==> src/rtl/mdio_mgmt_pkg.sv <==
// Shared constants and the latched-request type for the management master.
// Frame bit indices are fixed by the serial protocol and decoded by the encoder,
// the sequencer and the read capture, so they live here once.
package mdio_mgmt_pkg;
    localparam int FIELD_W = 5;
    localparam int DATA_W  = 16;
    localparam int IDX_W   = 7;

    localparam logic [IDX_W-1:0] IX_SOF      = 7'd32;  // start code 0,1
    localparam logic [IDX_W-1:0] IX_OP       = 7'd34;  // opcode pair
    localparam logic [IDX_W-1:0] IX_PHY      = 7'd36;  // PHY address MSB
    localparam logic [IDX_W-1:0] IX_REG      = 7'd41;  // register number MSB
    localparam logic [IDX_W-1:0] IX_TA       = 7'd46;  // first turnaround bit
    localparam logic [IDX_W-1:0] IX_RD_FIRST = 7'd47;  // first sampled bit
    localparam logic [IDX_W-1:0] IX_RD_LAST  = 7'd62;  // last sampled bit
    localparam logic [IDX_W-1:0] IX_WR_FIRST = 7'd48;  // first write data bit
    localparam logic [IDX_W-1:0] IX_RD_END   = 7'd63;  // read trailing clock
    localparam logic [IDX_W-1:0] IX_WR_END   = 7'd64;  // write trailing clock

    typedef struct packed {
        logic               rd;
        logic [FIELD_W-1:0] phy;
        logic [FIELD_W-1:0] regn;
        logic [DATA_W-1:0]  wdata;
    } mgmt_req_t;
endpackage

==> src/rtl/mdio_clk_phase.sv <==
// Management clock phase generator.
// Produces mdc (low half first) and a strobe on the last system cycle of each
// half. Assumes HALF_CYC >= 1; idles low with its counter cleared while !run.
module mdio_clk_phase #(
    parameter int HALF_CYC = 4
) (
    input  logic clk,
    input  logic rst_n,
    input  logic run,
    output logic mdc,
    output logic half_end
);
    localparam int CW = (HALF_CYC > 1) ? $clog2(HALF_CYC) : 1;

    // Half-period level: toggles at each half end, forced low when idle.
    always_ff @(posedge clk) begin
        if (!rst_n || !run) mdc <= 1'b0;
        else if (half_end)  mdc <= ~mdc;
    end

    generate
        if (HALF_CYC == 1) begin : g_single
            // Every busy cycle is a complete half period.
            assign half_end = run;
        end else begin : g_count
            logic [CW-1:0] cnt;
            localparam logic [CW-1:0] CNT_LAST = CW'(HALF_CYC - 1);

            // Cycle position inside the current half period.
            always_ff @(posedge clk) begin
                if (!rst_n || !run) cnt <= '0;
                else if (half_end)  cnt <= '0;
                else                cnt <= cnt + 1'b1;
            end

            assign half_end = run && (cnt == CNT_LAST);
        end
    endgenerate
endmodule

==> src/rtl/mdio_frame_enc.sv <==
// Frame bit encoder: maps a bit index and the latched request to the
// output-enable and the data value for that bit. Purely combinational;
// a released bit always reports value 0.
module mdio_frame_enc
    import mdio_mgmt_pkg::*;
(
    input  mgmt_req_t        req,
    input  logic [IDX_W-1:0] idx,
    output logic             drive,
    output logic             value
);
    logic [2:0] fsel;
    logic [3:0] dsel;

    // Bit selectors for the MSB-first fields.
    always_comb begin
        fsel = 3'd0;
        dsel = 4'd0;
        if (idx >= IX_REG)      fsel = 3'(IX_REG + 7'd4 - idx);
        else if (idx >= IX_PHY) fsel = 3'(IX_PHY + 7'd4 - idx);
        if (idx >= IX_WR_FIRST) dsel = 4'(IX_WR_FIRST + 7'd15 - idx);
    end

    // Per-index drive decision and value.
    always_comb begin
        drive = 1'b0;
        value = 1'b0;
        if (idx < IX_SOF) begin
            drive = 1'b1;
            value = 1'b1;
        end else if (idx < IX_OP) begin
            drive = 1'b1;
            value = (idx == IX_SOF + 7'd1);
        end else if (idx < IX_PHY) begin
            drive = 1'b1;
            value = (idx == IX_OP) ? req.rd : ~req.rd;
        end else if (idx < IX_REG) begin
            drive = 1'b1;
            value = req.phy[fsel];
        end else if (idx < IX_TA) begin
            drive = 1'b1;
            value = req.regn[fsel];
        end else if (!req.rd && idx >= IX_WR_FIRST && idx < IX_WR_END) begin
            drive = 1'b1;
            value = req.wdata[dsel];
        end
    end
endmodule

==> src/rtl/mdio_rd_capture.sv <==
// Read data capture: shifts the input pin in MSB first on each sample strobe
// and copies the assembled word to the output on commit. Assumes shift and
// commit never coincide.
module mdio_rd_capture
    import mdio_mgmt_pkg::*;
(
    input  logic              clk,
    input  logic              rst_n,
    input  logic              shift_en,
    input  logic              commit,
    input  logic              din,
    output logic [DATA_W-1:0] rdata
);
    logic [DATA_W-1:0] shreg;

    // Serial-in shift register for the sampled bits.
    always_ff @(posedge clk) begin
        if (!rst_n)        shreg <= '0;
        else if (shift_en) shreg <= {shreg[DATA_W-2:0], din};
    end

    // Holding register for the last completed read.
    always_ff @(posedge clk) begin
        if (!rst_n)      rdata <= '0;
        else if (commit) rdata <= shreg;
    end
endmodule

==> src/rtl/mdio_mgmt_master.sv <==
// Management frame master top level.
// Latches a request on start while idle, steps through the frame bits on the
// clock phase generator's bit strobe, and pulses done after the trailing bit.
// Assumes HALF_CYC >= 1. Outputs are forced to 0 while idle.
module mdio_mgmt_master
    import mdio_mgmt_pkg::*;
#(
    parameter int HALF_CYC = 4
) (
    input  logic        clk,
    input  logic        rst_n,
    input  logic        start_i,
    input  logic        rd_i,
    input  logic [4:0]  phy_addr_i,
    input  logic [4:0]  reg_addr_i,
    input  logic [15:0] wdata_i,
    output logic [15:0] rdata_o,
    output logic        done_o,
    output logic        busy_o,
    output logic        mdc_o,
    output logic        mdio_o,
    output logic        mdio_oe_o,
    input  logic        mdio_i
);
    mgmt_req_t        req_q;
    logic [IDX_W-1:0] idx;
    logic [IDX_W-1:0] idx_last;
    logic             busy;
    logic             done;
    logic             mdc;
    logic             half_end;
    logic             bit_end;
    logic             enc_drive;
    logic             enc_value;
    logic             shift_en;
    logic             commit;

    mdio_clk_phase #(.HALF_CYC(HALF_CYC)) u_phase (
        .clk      (clk),
        .rst_n    (rst_n),
        .run      (busy),
        .mdc      (mdc),
        .half_end (half_end)
    );

    assign bit_end  = half_end & mdc;
    assign idx_last = req_q.rd ? IX_RD_END : IX_WR_END;

    // Transaction sequencer: accept, advance bit index, finish.
    always_ff @(posedge clk) begin
        if (!rst_n) begin
            busy  <= 1'b0;
            done  <= 1'b0;
            idx   <= '0;
            req_q <= '0;
        end else begin
            done <= 1'b0;
            if (start_i && !busy) begin
                busy  <= 1'b1;
                idx   <= '0;
                req_q <= '{rd: rd_i, phy: phy_addr_i, regn: reg_addr_i, wdata: wdata_i};
            end else if (busy && bit_end) begin
                if (idx == idx_last) begin
                    busy <= 1'b0;
                    done <= 1'b1;
                    idx  <= '0;
                end else begin
                    idx <= idx + 1'b1;
                end
            end
        end
    end

    mdio_frame_enc u_enc (
        .req   (req_q),
        .idx   (idx),
        .drive (enc_drive),
        .value (enc_value)
    );

    assign shift_en = busy && bit_end && req_q.rd &&
                      (idx >= IX_RD_FIRST) && (idx <= IX_RD_LAST);
    assign commit   = busy && bit_end && req_q.rd && (idx == IX_RD_END);

    mdio_rd_capture u_cap (
        .clk      (clk),
        .rst_n    (rst_n),
        .shift_en (shift_en),
        .commit   (commit),
        .din      (mdio_i),
        .rdata    (rdata_o)
    );

    assign busy_o    = busy;
    assign done_o    = done;
    assign mdc_o     = mdc;
    assign mdio_oe_o = busy & enc_drive;
    assign mdio_o    = busy & enc_drive & enc_value;
endmodule

==> config.mk <==
export PLATFORM = sky130hd
export DESIGN_NAME = mdio_mgmt_master
export DESIGN_NICKNAME = d
export VERILOG_FILES = /design/src/rtl/mdio_mgmt_pkg.sv /design/src/rtl/mdio_clk_phase.sv /design/src/rtl/mdio_frame_enc.sv /design/src/rtl/mdio_rd_capture.sv /design/src/rtl/mdio_mgmt_master.sv
export SDC_FILE = /design/constraint.sdc
export NUM_CORES = 1
export LEC_CHECK = 0
export ABC_AREA = 1
export BUFFER_PORTS_ARGS = -buffer_cell sky130_fd_sc_hd__buf_2
export CAP_MARGIN = 40
export CORE_ASPECT_RATIO = 1.25
export CORE_MARGIN = 10
export CORE_UTILIZATION = 57
export CTS_CLUSTER_SIZE = 16
export DETAILED_ROUTE_END_ITERATION = 8
export PLACE_DENSITY = 0.79
export SYNTH_ARGS = -nofsm -noshare
export SYNTH_HDL_FRONTEND = slang
export SYNTH_HIERARCHICAL = 1
export SYNTH_SLANG_ARGS = --single-unit
==> constraint.sdc <==
create_clock -name clk -period 2.8 [get_ports clk]
set_input_delay 0.14 -clock clk [delete_from_list [all_inputs] [get_ports clk]]
set_output_delay 0.14 -clock clk [all_outputs]
set_load 0.005 [all_outputs]
==> flow_metrics.tcl <==
set metrics [dict create \
    outcome "complete, no violations" \
    cts_sinks 71 \
    drcViolationCount 0 \
    fin_crit_sh_pct 90.7 \
    drt_iter0_drc 123 \
    synth_top_cell_by_area "dfxtp_1" \
    grt_pass1_wl_um 13400 \
    die_w_um 92.4 \
    diodes 0 \
    clock-skew-final_ps 6.44 \
    grt_usage_pct 15.3 \
    power_uw 2160 \
    vias_per_cell 4.82 \
    synth_fp_nets 585 \
    synth.top_cell.area_share_pct 38.1 \
    finalHoldViolations 0 \
    grt_max_degree 53 \
    power.density_nw_per_um2 512 \
    syn-cell-area_um2 3730 \
    yosys.cell_types.count 33 \
    async_flop_share_pct 0 \
    cts_tree "built" \
    htreeDepth 3 \
    fin_crit_ps 2540 \
    drv_slew 0 \
    dp.cells 668 \
    critical_path_required_ps 2660 \
    antenna_found_initial 0 \
    root_buffer "clkbuf_8" \
    cts_buffer_depth 2 \
    dieArea_um2 10200 \
    insertion_delay_ps 340 \
    first_pass_iters 4 \
    hold_depth 3 \
    cts-hold-fix-buffers 0 \
    die_y_um 110 \
    crit_fanout 6 \
    ios 52 \
    fillers 588 \
    nets 636 \
    start_kind "flop" \
    ys_top_cells_by_area "dfxtp_1 38%, nand2_1 13%, nor2_1 13%" \
    r2r_slack_ps 920 \
    ys_seq_elements 71 \
    fmax_mhz 394 \
    syn2layout_area_growth_pct 13.2 \
    core.rowCount 32 \
    synth_edf_count 0 \
    pre_cts_ws_ps 369 \
    worst-r2r-cell-count 11 \
    critical_path_class "reg2out" \
    ys_top_cells_by_count "134 x nand2_1, 130 x nor2_1, 71 x dfxtp_1" \
    setup_violations 0 \
    synth.yosys.warnings 6 \
    syn_avg_cell_area_um2 6.84 \
    syn_inst 545 \
    worstSetupEndpointType "output port" \
    antenna_left 0 \
    fin_tns_setup_ps 0 \
    yosysMostFrequentCell "nand2_1" \
    max_slew_margin_pct 68.1 \
    routabilityCongestion 0.870 \
    min_path_type "in2reg" \
    hold_ws_ps 38.7 \
    fin_cells 685 \
    dp_hpwl_um 5580 \
    drive_gt1_share_pct 21.3 \
    fin_ws_ps 259 \
    ys.flop_type "dfxtp_1" \
    io_buffers 51 \
    clk_pin_slew_worst_paths_ps 70 \
    wl_per_cell_um 10.9 \
    cts_buffers 9 \
    grt_pass1_vias 3203 \
    rsz0062_at_grt "false" \
    max-cap-violations 0 \
    vdd_drop_max_mv 0.359 \
    finalWirelength_um 7500 \
    power.leakage_uw 0.00192 \
    cp_data_arrival_time_ps 2400 \
    yosysSeqAreaShare_pct 38.1 \
    initial_core_util_pct 59.3 \
    vias 3303 \
    coreArea_um2 6290 \
    tightest_slew_ps 478 \
    grt-ovfl-total 0 \
]
## final timing paths
check / startpoint / end
worst max register to register: u_phase/g_count.cnt[0] / u_cap/rdata[14]
worst max-delay path: idx[1] / mdio_o
worst min-delay path: wdata_i[9] / req_q[9]
worst min register to register: u_phase/g_count.cnt[0] / u_phase/g_count.cnt[0]
## sequential cells by signal, indices dropped and copies added, names as in the netlist
name                 flops
busy_o                   1
idx                      7
u_phase/g_count.cnt      2
req_q                   27
u_cap/rdata             16
u_phase/mdc              1
done_o                   1
u_cap/shreg             16
## metrics by stage
stage / instance area, um^2 / utilization, %
after floorplan: 3730 / -
after global placement: 3960 / 63.1
after detailed placement: 3960 / 63.1
after CTS: 4200 / 66.8
after global routing: 4220 / 67.2
final: 4220 / 67.2
## kinds of logic (layout without fill, tap and decap cells)
family	Yosys count	in the layout	synth area share, %
buf+inv	78	133	10.8
xor+xnor	2	2	0.470
simple gates	343	343	41.5
fa+ha+maj	9	9	3.02
flops	71	71	38.1
compound gates	42	42	6.11
## layout by cell type, fill, tap and decap left out, drive strengths merged, types with 3 or more instances in the layout
master    n
dfxtp    71
clkbuf    9
nand4     3
ha        9
o21ai    35
bufinv    3
a21oi     4
clkinv    3
buf      57
nand3    36
inv      61
nor3      4
nor2    146
nand3b    3
nand2   149
## where the power goes
part | switching (uW) | leakage, uW | internal [uW]
registers | 20.5 | 0.000581 | 1040
logic | 84.2 | 0.00122 | 59.7
clock network | 371 | 0.000119 | 587
## worst max-delay path: stages (launching register included)
cell and delay [ps]:
dfxtp_1 340, inv_1 100, ha_1 200, nand2_1 60, nand2_1 60, nand3_2 90, nand2_4 80, nor2_8 140
nand2_4 90, nand3b_1 110, nand3_1 90, nand2_1 80, nand2_1 50, a21boi_1 130, nand2_1 70, nand2_1 50
nand2_1 40, nand2_1 50, inv_1 40, nor2_1 80, buf_2 110
## routing by layer
layer | vias to the layer above | part of all wire (%) | wire length (um) | GRT usage (%)
met2 | 69 | 50 | 3750 | 27.1
met1 | 1450 | 43 | 3260 | 16.5
met5 | - | 0 | 0 | 0
met3 | 12 | 4.8 | 360 | 3.79
li1 | 1772 | - | - | -
met4 | 0 | 1.7 | 129 | 6.88
## layout make-up
class                      instances  area (um^2)  share of cell area, %
tap                               85          106                   2.52
sequential                        71         1430                   33.9
inverter                          61          241                   5.72
clock buffer                       9          124                   2.93
timing repair buffer              57          300                   7.11
multi-input combinational        396         1910                   45.3
clock inverter                     6          109                   2.58
## what timing repair did
item / 4_1_cts / 5_1_grt
cloned: 0 / 0
setup buffers: 0 / 2
setup endpoints to repair: 1 / 1
resized for setup: 1 / 5
(Power assumes the default switching activity.)
